### src/rtl/ppu_pkg.sv
package ppu_pkg;
   typedef struct packed {
      logic hw_en;
      logic key_en;
      logic wr_deny;
      logic rd_deny;
   } ppu_attr_t;

   localparam logic [1:0] FLD_LO   = 2'd0;
   localparam logic [1:0] FLD_HI   = 2'd1;
   localparam logic [1:0] FLD_ATTR = 2'd2;
endpackage

### src/rtl/ppu_region.sv
module ppu_region
   import ppu_pkg::*;
#(
   parameter int AW = 16,
   parameter int KW = 64
) (
   input  logic          clk,
   input  logic          rst_n,
   input  logic          cfg_we,
   input  logic          cfg_sel,
   input  logic [1:0]    cfg_field,
   input  logic [AW-1:0] cfg_wdata,
   input  logic [KW-1:0] ref_key,
   input  logic          key_hit,
   input  logic [KW-1:0] key_word,
   input  logic          revoke,
   input  logic          hw_lock,
   input  logic          acc_valid,
   input  logic          acc_write,
   input  logic [AW-1:0] acc_addr,
   output logic          viol,
   output logic          attr_chg
);
   logic [AW-1:0] lo_q, hi_q;
   ppu_attr_t     attr_q;
   logic          open_q;
   logic          in_rng, locked, key_ok, wr_cfg;

   assign wr_cfg   = cfg_we && cfg_sel;
   assign key_ok   = key_hit && (key_word == ref_key);
   assign attr_chg = wr_cfg && (cfg_field == FLD_ATTR) && (ppu_attr_t'(cfg_wdata[3:0]) != attr_q);

   always_ff @(posedge clk) begin
      if (!rst_n) begin
         lo_q   <= '0;
         hi_q   <= '0;
         attr_q <= '0;
         open_q <= 1'b0;
      end else begin
         if (wr_cfg) begin
            case (cfg_field)
               FLD_LO:   lo_q   <= cfg_wdata;
               FLD_HI:   hi_q   <= cfg_wdata;
               FLD_ATTR: attr_q <= ppu_attr_t'(cfg_wdata[3:0]);
               default:  ;
            endcase
         end
         if (revoke)
            open_q <= 1'b0;
         else if (key_ok && attr_q.key_en)
            open_q <= 1'b1;
      end
   end

   always_comb begin
      in_rng = (acc_addr >= lo_q) && (acc_addr <= hi_q);
      locked = (attr_q.key_en && !open_q) || (attr_q.hw_en && hw_lock);
      viol   = acc_valid && in_rng && locked &&
               (acc_write ? attr_q.wr_deny : attr_q.rd_deny);
   end


   open_only_by_key_chk: assert property (@(posedge clk) disable iff (!rst_n)
      $rose(open_q) |-> $past(key_ok));


   revoke_closes_chk: assert property (@(posedge clk) disable iff (!rst_n)
      revoke |=> !open_q);
endmodule

### src/rtl/ppu_irq.sv
module ppu_irq (
   input  logic clk,
   input  logic rst_n,
   input  logic viol_any,
   input  logic irq_ack,
   output logic irq
);
   always_ff @(posedge clk) begin
      if (!rst_n)
         irq <= 1'b0;
      else if (viol_any)
         irq <= 1'b1;
      else if (irq_ack)
         irq <= 1'b0;
   end


   irq_cause_chk: assert property (@(posedge clk) disable iff (!rst_n)
      $rose(irq) |-> $past(viol_any));


   irq_set_wins_chk: assert property (@(posedge clk) disable iff (!rst_n)
      viol_any |=> irq);
endmodule

### src/rtl/ppu_guard.sv
module ppu_guard
   import ppu_pkg::*;
#(
   parameter int AW        = 16,
   parameter int DW        = 16,
   parameter int KW        = 64,
   parameter int NPART     = 2,
   parameter int IPL_WORDS = 64,
   localparam int PSW      = $clog2(NPART),
   localparam int CAW      = PSW + 2
) (
   input  logic                clk,
   input  logic                rst_n,
   input  logic                cfg_we,
   input  logic [CAW-1:0]      cfg_addr,
   input  logic [AW-1:0]       cfg_wdata,
   input  logic [NPART*KW-1:0] ref_keys,
   input  logic                key_valid,
   input  logic [PSW-1:0]      key_sel,
   input  logic [KW-1:0]       key_word,
   input  logic                hw_lock,
   input  logic                pwr_down,
   input  logic                acc_valid,
   input  logic                acc_write,
   input  logic [AW-1:0]       acc_addr,
   input  logic [DW-1:0]       mem_rdata,
   output logic [DW-1:0]       acc_rdata,
   output logic                mem_we,
   output logic                irq,
   input  logic                irq_ack
);
   if (NPART < 2) begin : g_bad_npart
      $error("ppu_guard: NPART must be at least 2");
   end
   if (AW < 4) begin : g_bad_aw
      $error("ppu_guard: AW must hold the 4 attribute bits");
   end

   logic [NPART-1:0] viol_v, chg_v;
   logic             viol_any, ipl_wr, revoke;

   if (IPL_WORDS > 0) begin : g_ipl
      assign ipl_wr = acc_valid && acc_write && (acc_addr < AW'(IPL_WORDS));
   end else begin : g_no_ipl
      assign ipl_wr = 1'b0;
   end

   assign revoke   = pwr_down || (|chg_v) || ipl_wr;
   assign viol_any = |viol_v;

   for (genvar g = 0; g < NPART; g++) begin : g_part
      ppu_region #(.AW(AW), .KW(KW)) i_region (
         .clk       (clk),
         .rst_n     (rst_n),
         .cfg_we    (cfg_we),
         .cfg_sel   (cfg_addr[CAW-1:2] == PSW'(g)),
         .cfg_field (cfg_addr[1:0]),
         .cfg_wdata (cfg_wdata),
         .ref_key   (ref_keys[g*KW +: KW]),
         .key_hit   (key_valid && (key_sel == PSW'(g))),
         .key_word  (key_word),
         .revoke    (revoke),
         .hw_lock   (hw_lock),
         .acc_valid (acc_valid),
         .acc_write (acc_write),
         .acc_addr  (acc_addr),
         .viol      (viol_v[g]),
         .attr_chg  (chg_v[g])
      );
   end

   assign mem_we    = acc_valid && acc_write && !viol_any;
   assign acc_rdata = (acc_valid && !acc_write && viol_any) ? '1 : mem_rdata;

   ppu_irq i_irq (
      .clk      (clk),
      .rst_n    (rst_n),
      .viol_any (viol_any),
      .irq_ack  (irq_ack),
      .irq      (irq)
   );


   blocked_read_ones_chk: assert property (@(posedge clk) disable iff (!rst_n)
      (viol_any && !acc_write) |-> (acc_rdata == {DW{1'b1}}));


   blocked_write_drop_chk: assert property (@(posedge clk) disable iff (!rst_n)
      viol_any |-> !mem_we);
endmodule

### config.mk
export PLATFORM = sky130hd
export DESIGN_NAME = ppu_guard
export DESIGN_NICKNAME = d
export VERILOG_FILES = /design/src/rtl/ppu_pkg.sv /design/src/rtl/ppu_region.sv /design/src/rtl/ppu_irq.sv /design/src/rtl/ppu_guard.sv
export SDC_FILE = /design/constraint.sdc
export NUM_CORES = 1
export LEC_CHECK = 0
export ABC_AREA = 1
export BUFFER_PORTS_ARGS = -buffer_cell sky130_fd_sc_hd__buf_2
export CAP_MARGIN = 40
export CORE_MARGIN = 2
export CORE_UTILIZATION = 45
export DETAILED_ROUTE_END_ITERATION = 12
export PLACE_DENSITY_LB_ADDON = 0.05
export SYNTH_ARGS = -nofsm -noshare
export SYNTH_HDL_FRONTEND = slang
export SYNTH_HIERARCHICAL = 1
export SYNTH_SLANG_ARGS = --single-unit
### constraint.sdc
create_clock -name clk -period 2.2 [get_ports clk]
set_input_delay 0.44 -clock clk [delete_from_list [all_inputs] [get_ports clk]]
set_output_delay 0.44 -clock clk [all_outputs]
set_load 0.1 [all_outputs]
==> flow_metrics.py <==
metrics = {
    "outcome": {
        "status": "complete, but fails checks",
        "violations": "negative setup slack",
    },
    "sta": {
        "timing.hold.ws_ns": 0.358,
        "max_slew_margin": 0.616,
        "finalHoldViolations": 0,
        "setup_ws_ns": -0.710,
        "rsz0062_at_grt": "yes",
        "fmax_ghz": 0.344,
        "worstMarginPinSlew_ns": 0.576,
        "post-route-min-period_ns": 2.91,
        "fin_crit_sh": 1.32,
        "setup_viol": 17,
        "clock_skew_ns": 0.00797,
        "finalMaxSlewViolations": 0,
    },
    "critical_path": {
        "crit_slowest_cell": "dfxtp_2",
        "cp-start-kind": "flop",
        "end_kind": "primary output",
        "path_class": "flop to primary output",
        "arrival_ns": 2.47,
        "regToRegSetupSlack_ns": 0.20,
        "crit_chain": "inv_2, ha_4, a21boi_4, nor2_2, o21ai_2, nand2_1, nand2_1, nand2_1, nand2_1, nand2_1, nor2_1, or2_4, nand3b_4, buf_12, nand2_8, buf_12",
        "r2r_cells": 14,
        "crit_fanout": 8,
        "reg2reg_from": "g_part[1].i_region/lo_q[1]",
        "critical_path_required_ns": 1.76,
        "cpMostUsedCell": "nand2_1",
        "max_stage_delay_ns": 0.32,
        "rr_endpoint": "g_part[1].i_region/lo_q[1]",
    },
    "grt": {
        "grt_pass1_wl_mm": 33.7,
        "grt-ovfl-total": 0,
        "track_usage": 0.259,
        "grt_pass1_vias": 7395,
        "grt_max_degree": 76,
        "antenna_found_initial": 6,
    },
    "clocking": {
        "cts_made_buffers": 9,
        "htree_num_levels": 3,
        "cts_tree": "built",
        "clkSlewWorstSetupHoldPaths_ns": 0.06,
        "clkLatencyLatePin_ns": 0.34,
        "cts_root_buf": "clkbuf_16",
        "cts-hold-fix-buffers": 0,
        "clockBufferDepth": 2,
        "clock-sinks": 75,
    },
    "route": {
        "vias": 7485,
        "dr.pass1.iters": 5,
        "routed_wl_mm": 20.6,
        "wl_per_cell_um": 12.6,
        "drc": 0,
        "first_iter_violations": 336,
        "vias_per_cell": 4.59,
        "ant_nets": 0,
    },
    "worst_hold_path": {
        "min_from": "irq_ack",
        "min_path_cells": 4,
        "whs_endpoint": "i_irq/irq",
        "min_path_type": "input pin to flop",
    },
    "floorplanning": {
        "ios": 271,
        "core_area_mm2": 0.0146,
        "die_w_um": 126,
        "die_h_um": 126,
        "std_cell_rows": 44,
        "dieArea_mm2": 0.0159,
        "start_util": 0.461,
    },
    "synthesis": {
        "yosysWarnings": 6,
        "synth.avg_cell_area_um2": 5.97,
        "synthDominantCellAreaShare": 0.223,
        "synth_top_area_cell": "dfxtp_1",
        "synthCells": 1126,
        "synthTopCellsByArea": "dfxtp_1 22%, nand2_1 15%, inv_1 13%",
        "ys_seq_area_frac": 0.223,
        "synth_area_mm2": 0.00672,
        "synth.ff_latch_count": 75,
        "synth_fp_nets": 1443,
        "ys_types": 36,
    },
    "pwr": {
        "seqPwrFrac": 0.331,
        "pwr-share-comb": 0.317,
        "clockPowerShare": 0.353,
        "powerDensity_mw_per_mm2": 444,
        "internal_power_w": 0.00292,
        "total_power_w": 0.00430,
        "p_leak_nw": 5.08,
        "switching_share": 0.321,
        "peakVddDrop_mv": 0.382,
        "p_sw_w": 0.00138,
    },
    "layout": {
        "finalNonFillerCells": 1631,
        "fill_cells": 1398,
        "synthToLayoutAreaGrowth_pct": 43.9,
        "drive_gt1_frac": 0.293,
        "nets": 1754,
        "mostFrequentLayoutCells": "253 x buf_2, 246 x nand2_1, 225 x inv_1, 144 x nor2_1, 87 x a21oi_1",
        "multi_input_area_mm2": 0.00470,
        "regArea_mm2": 0.00151,
        "final_design_area_no_fill_mm2": 0.00968,
        "layout_commonest_cell": "buf_2",
    },
    "placed_design": {
        "io_buffers": 270,
        "hpwlAfterDp_mm": 16.8,
        "placed_area_mm2": 0.00913,
        "place.gp.congestion": 0.899,
        "post-place-cells": 1599,
    },
    "flow_run": {
        "max_cap_violations": 0,
    },
}
## worst max-delay path by stage
stage                     to  slack (ns)                  startpoint
4_1_cts         acc_rdata[9]       -0.69  g_part[1].i_region/lo_q[1]
6_report        acc_rdata[9]       -0.71  g_part[1].i_region/lo_q[1]
3_3_place_gp    acc_rdata[7]       -0.64                 acc_addr[1]
2_1_floorplan  acc_rdata[10]       -0.28                acc_addr[13]
5_1_grt         acc_rdata[9]       -0.84  g_part[1].i_region/lo_q[1]
3_5_place_dp    acc_rdata[9]       -0.65                 acc_addr[1]
## worst max-delay path, delay by kind of cell (launching register included)
| family | cells | cell delay, ns |
|---|---|---|
| AND/OR/NAND/NOR | 10 | 0.81 |
| buffers and inverters | 3 | 0.40 |
| AO/OA/AOI/OAI | 2 | 0.33 |
| flip-flops | 1 | 0.32 |
| adder cells (fa/ha/maj) | 1 | 0.24 |
## sequential cells by signal (all words and copies together), names as in the netlist
signal                  count
g_part.i_region/lo_q       32
g_part.i_region/hi_q       32
g_part.i_region/attr_q      8
g_part.i_region/open_q      2
i_irq/irq                   1
## layer usage
metal	GRT usage	routed length, µm
met1	0.284	8150
met2	0.495	10900
met4	0.0802	438
met5	0	17
met3	0.0569	1080
## layout make-up
type | instances | area share
Clock buffer | 10 | 0.0247
Timing Repair Buffer | 321 | 0.209
Inverter | 240 | 0.0931
Sequential cell | 75 | 0.156
Tap cell | 184 | 0.0238
Multi-Input combinational cell | 790 | 0.485
Clock inverter | 6 | 0.00660
Antenna cell | 5 | 0.00129
## power groups by stage
| stage | Sequential (W) | Clock (W) | Combinational, W |
|---|---|---|---|
| 6_report | 0.00142 | 0.00152 | 0.00136 |
| 5_1_grt | 0.00143 | 0.00161 | 0.00154 |
| 4_1_cts | 0.00142 | 0.00153 | 0.00135 |
| 3_5_place_dp | 0.00145 | 0 | 0.00131 |
| 3_3_place_gp | 0.00145 | 0 | 0.00129 |
| 2_1_floorplan | 0.00145 | 0 | 0.000749 |
## cells in the mapped netlist (all sizes together)
master    n
nor2    149
a31oi     1
or2       3
nand3b    3
nor3     20
inv     240
o21a      2
a22oi     3
dfxtp    75
a41oi     1
a21boi    2
o22ai     1
nand3    12
and2      1
a21oi    97
buf      13
a21o      1
clkbuf    8
xor2     25
nand2   264
xnor2    23
nand4     5
o21ai   111
and3      2
ha       64
## cells by family (layout without fill, tap and decap cells)
family                     after synthesis  after routing  synth area share
DFF                                     75             75             0.223
xor gates and xnor gates                48             48            0.0625
and+or+nand+nor                        459            459             0.276
adders and majority gates               64             64             0.119
buffers and inverters                  261            577             0.150
AOI/OAI and AO/OA                      219            219             0.170
other                                    0              5                 0
## per-stage QoR
step                      TNS [ns]  utilization  worst slack, ns
after floorplan              -4.52            -           -0.277
after global placement      -10.43        0.626           -0.638
after detailed placement    -10.61        0.626           -0.653
after CTS                   -11.83        0.660           -0.687
after global routing        -13.83        0.663           -0.837
final                       -11.66        0.663           -0.710
## repair_timing
item,CTS,global route
pin swaps,13,15
gates resized for setup,13,22
setup buffers,19,0
endpoints found under the setup margin,17,18
No activity file was read; power rests on OpenSTA's default activity.
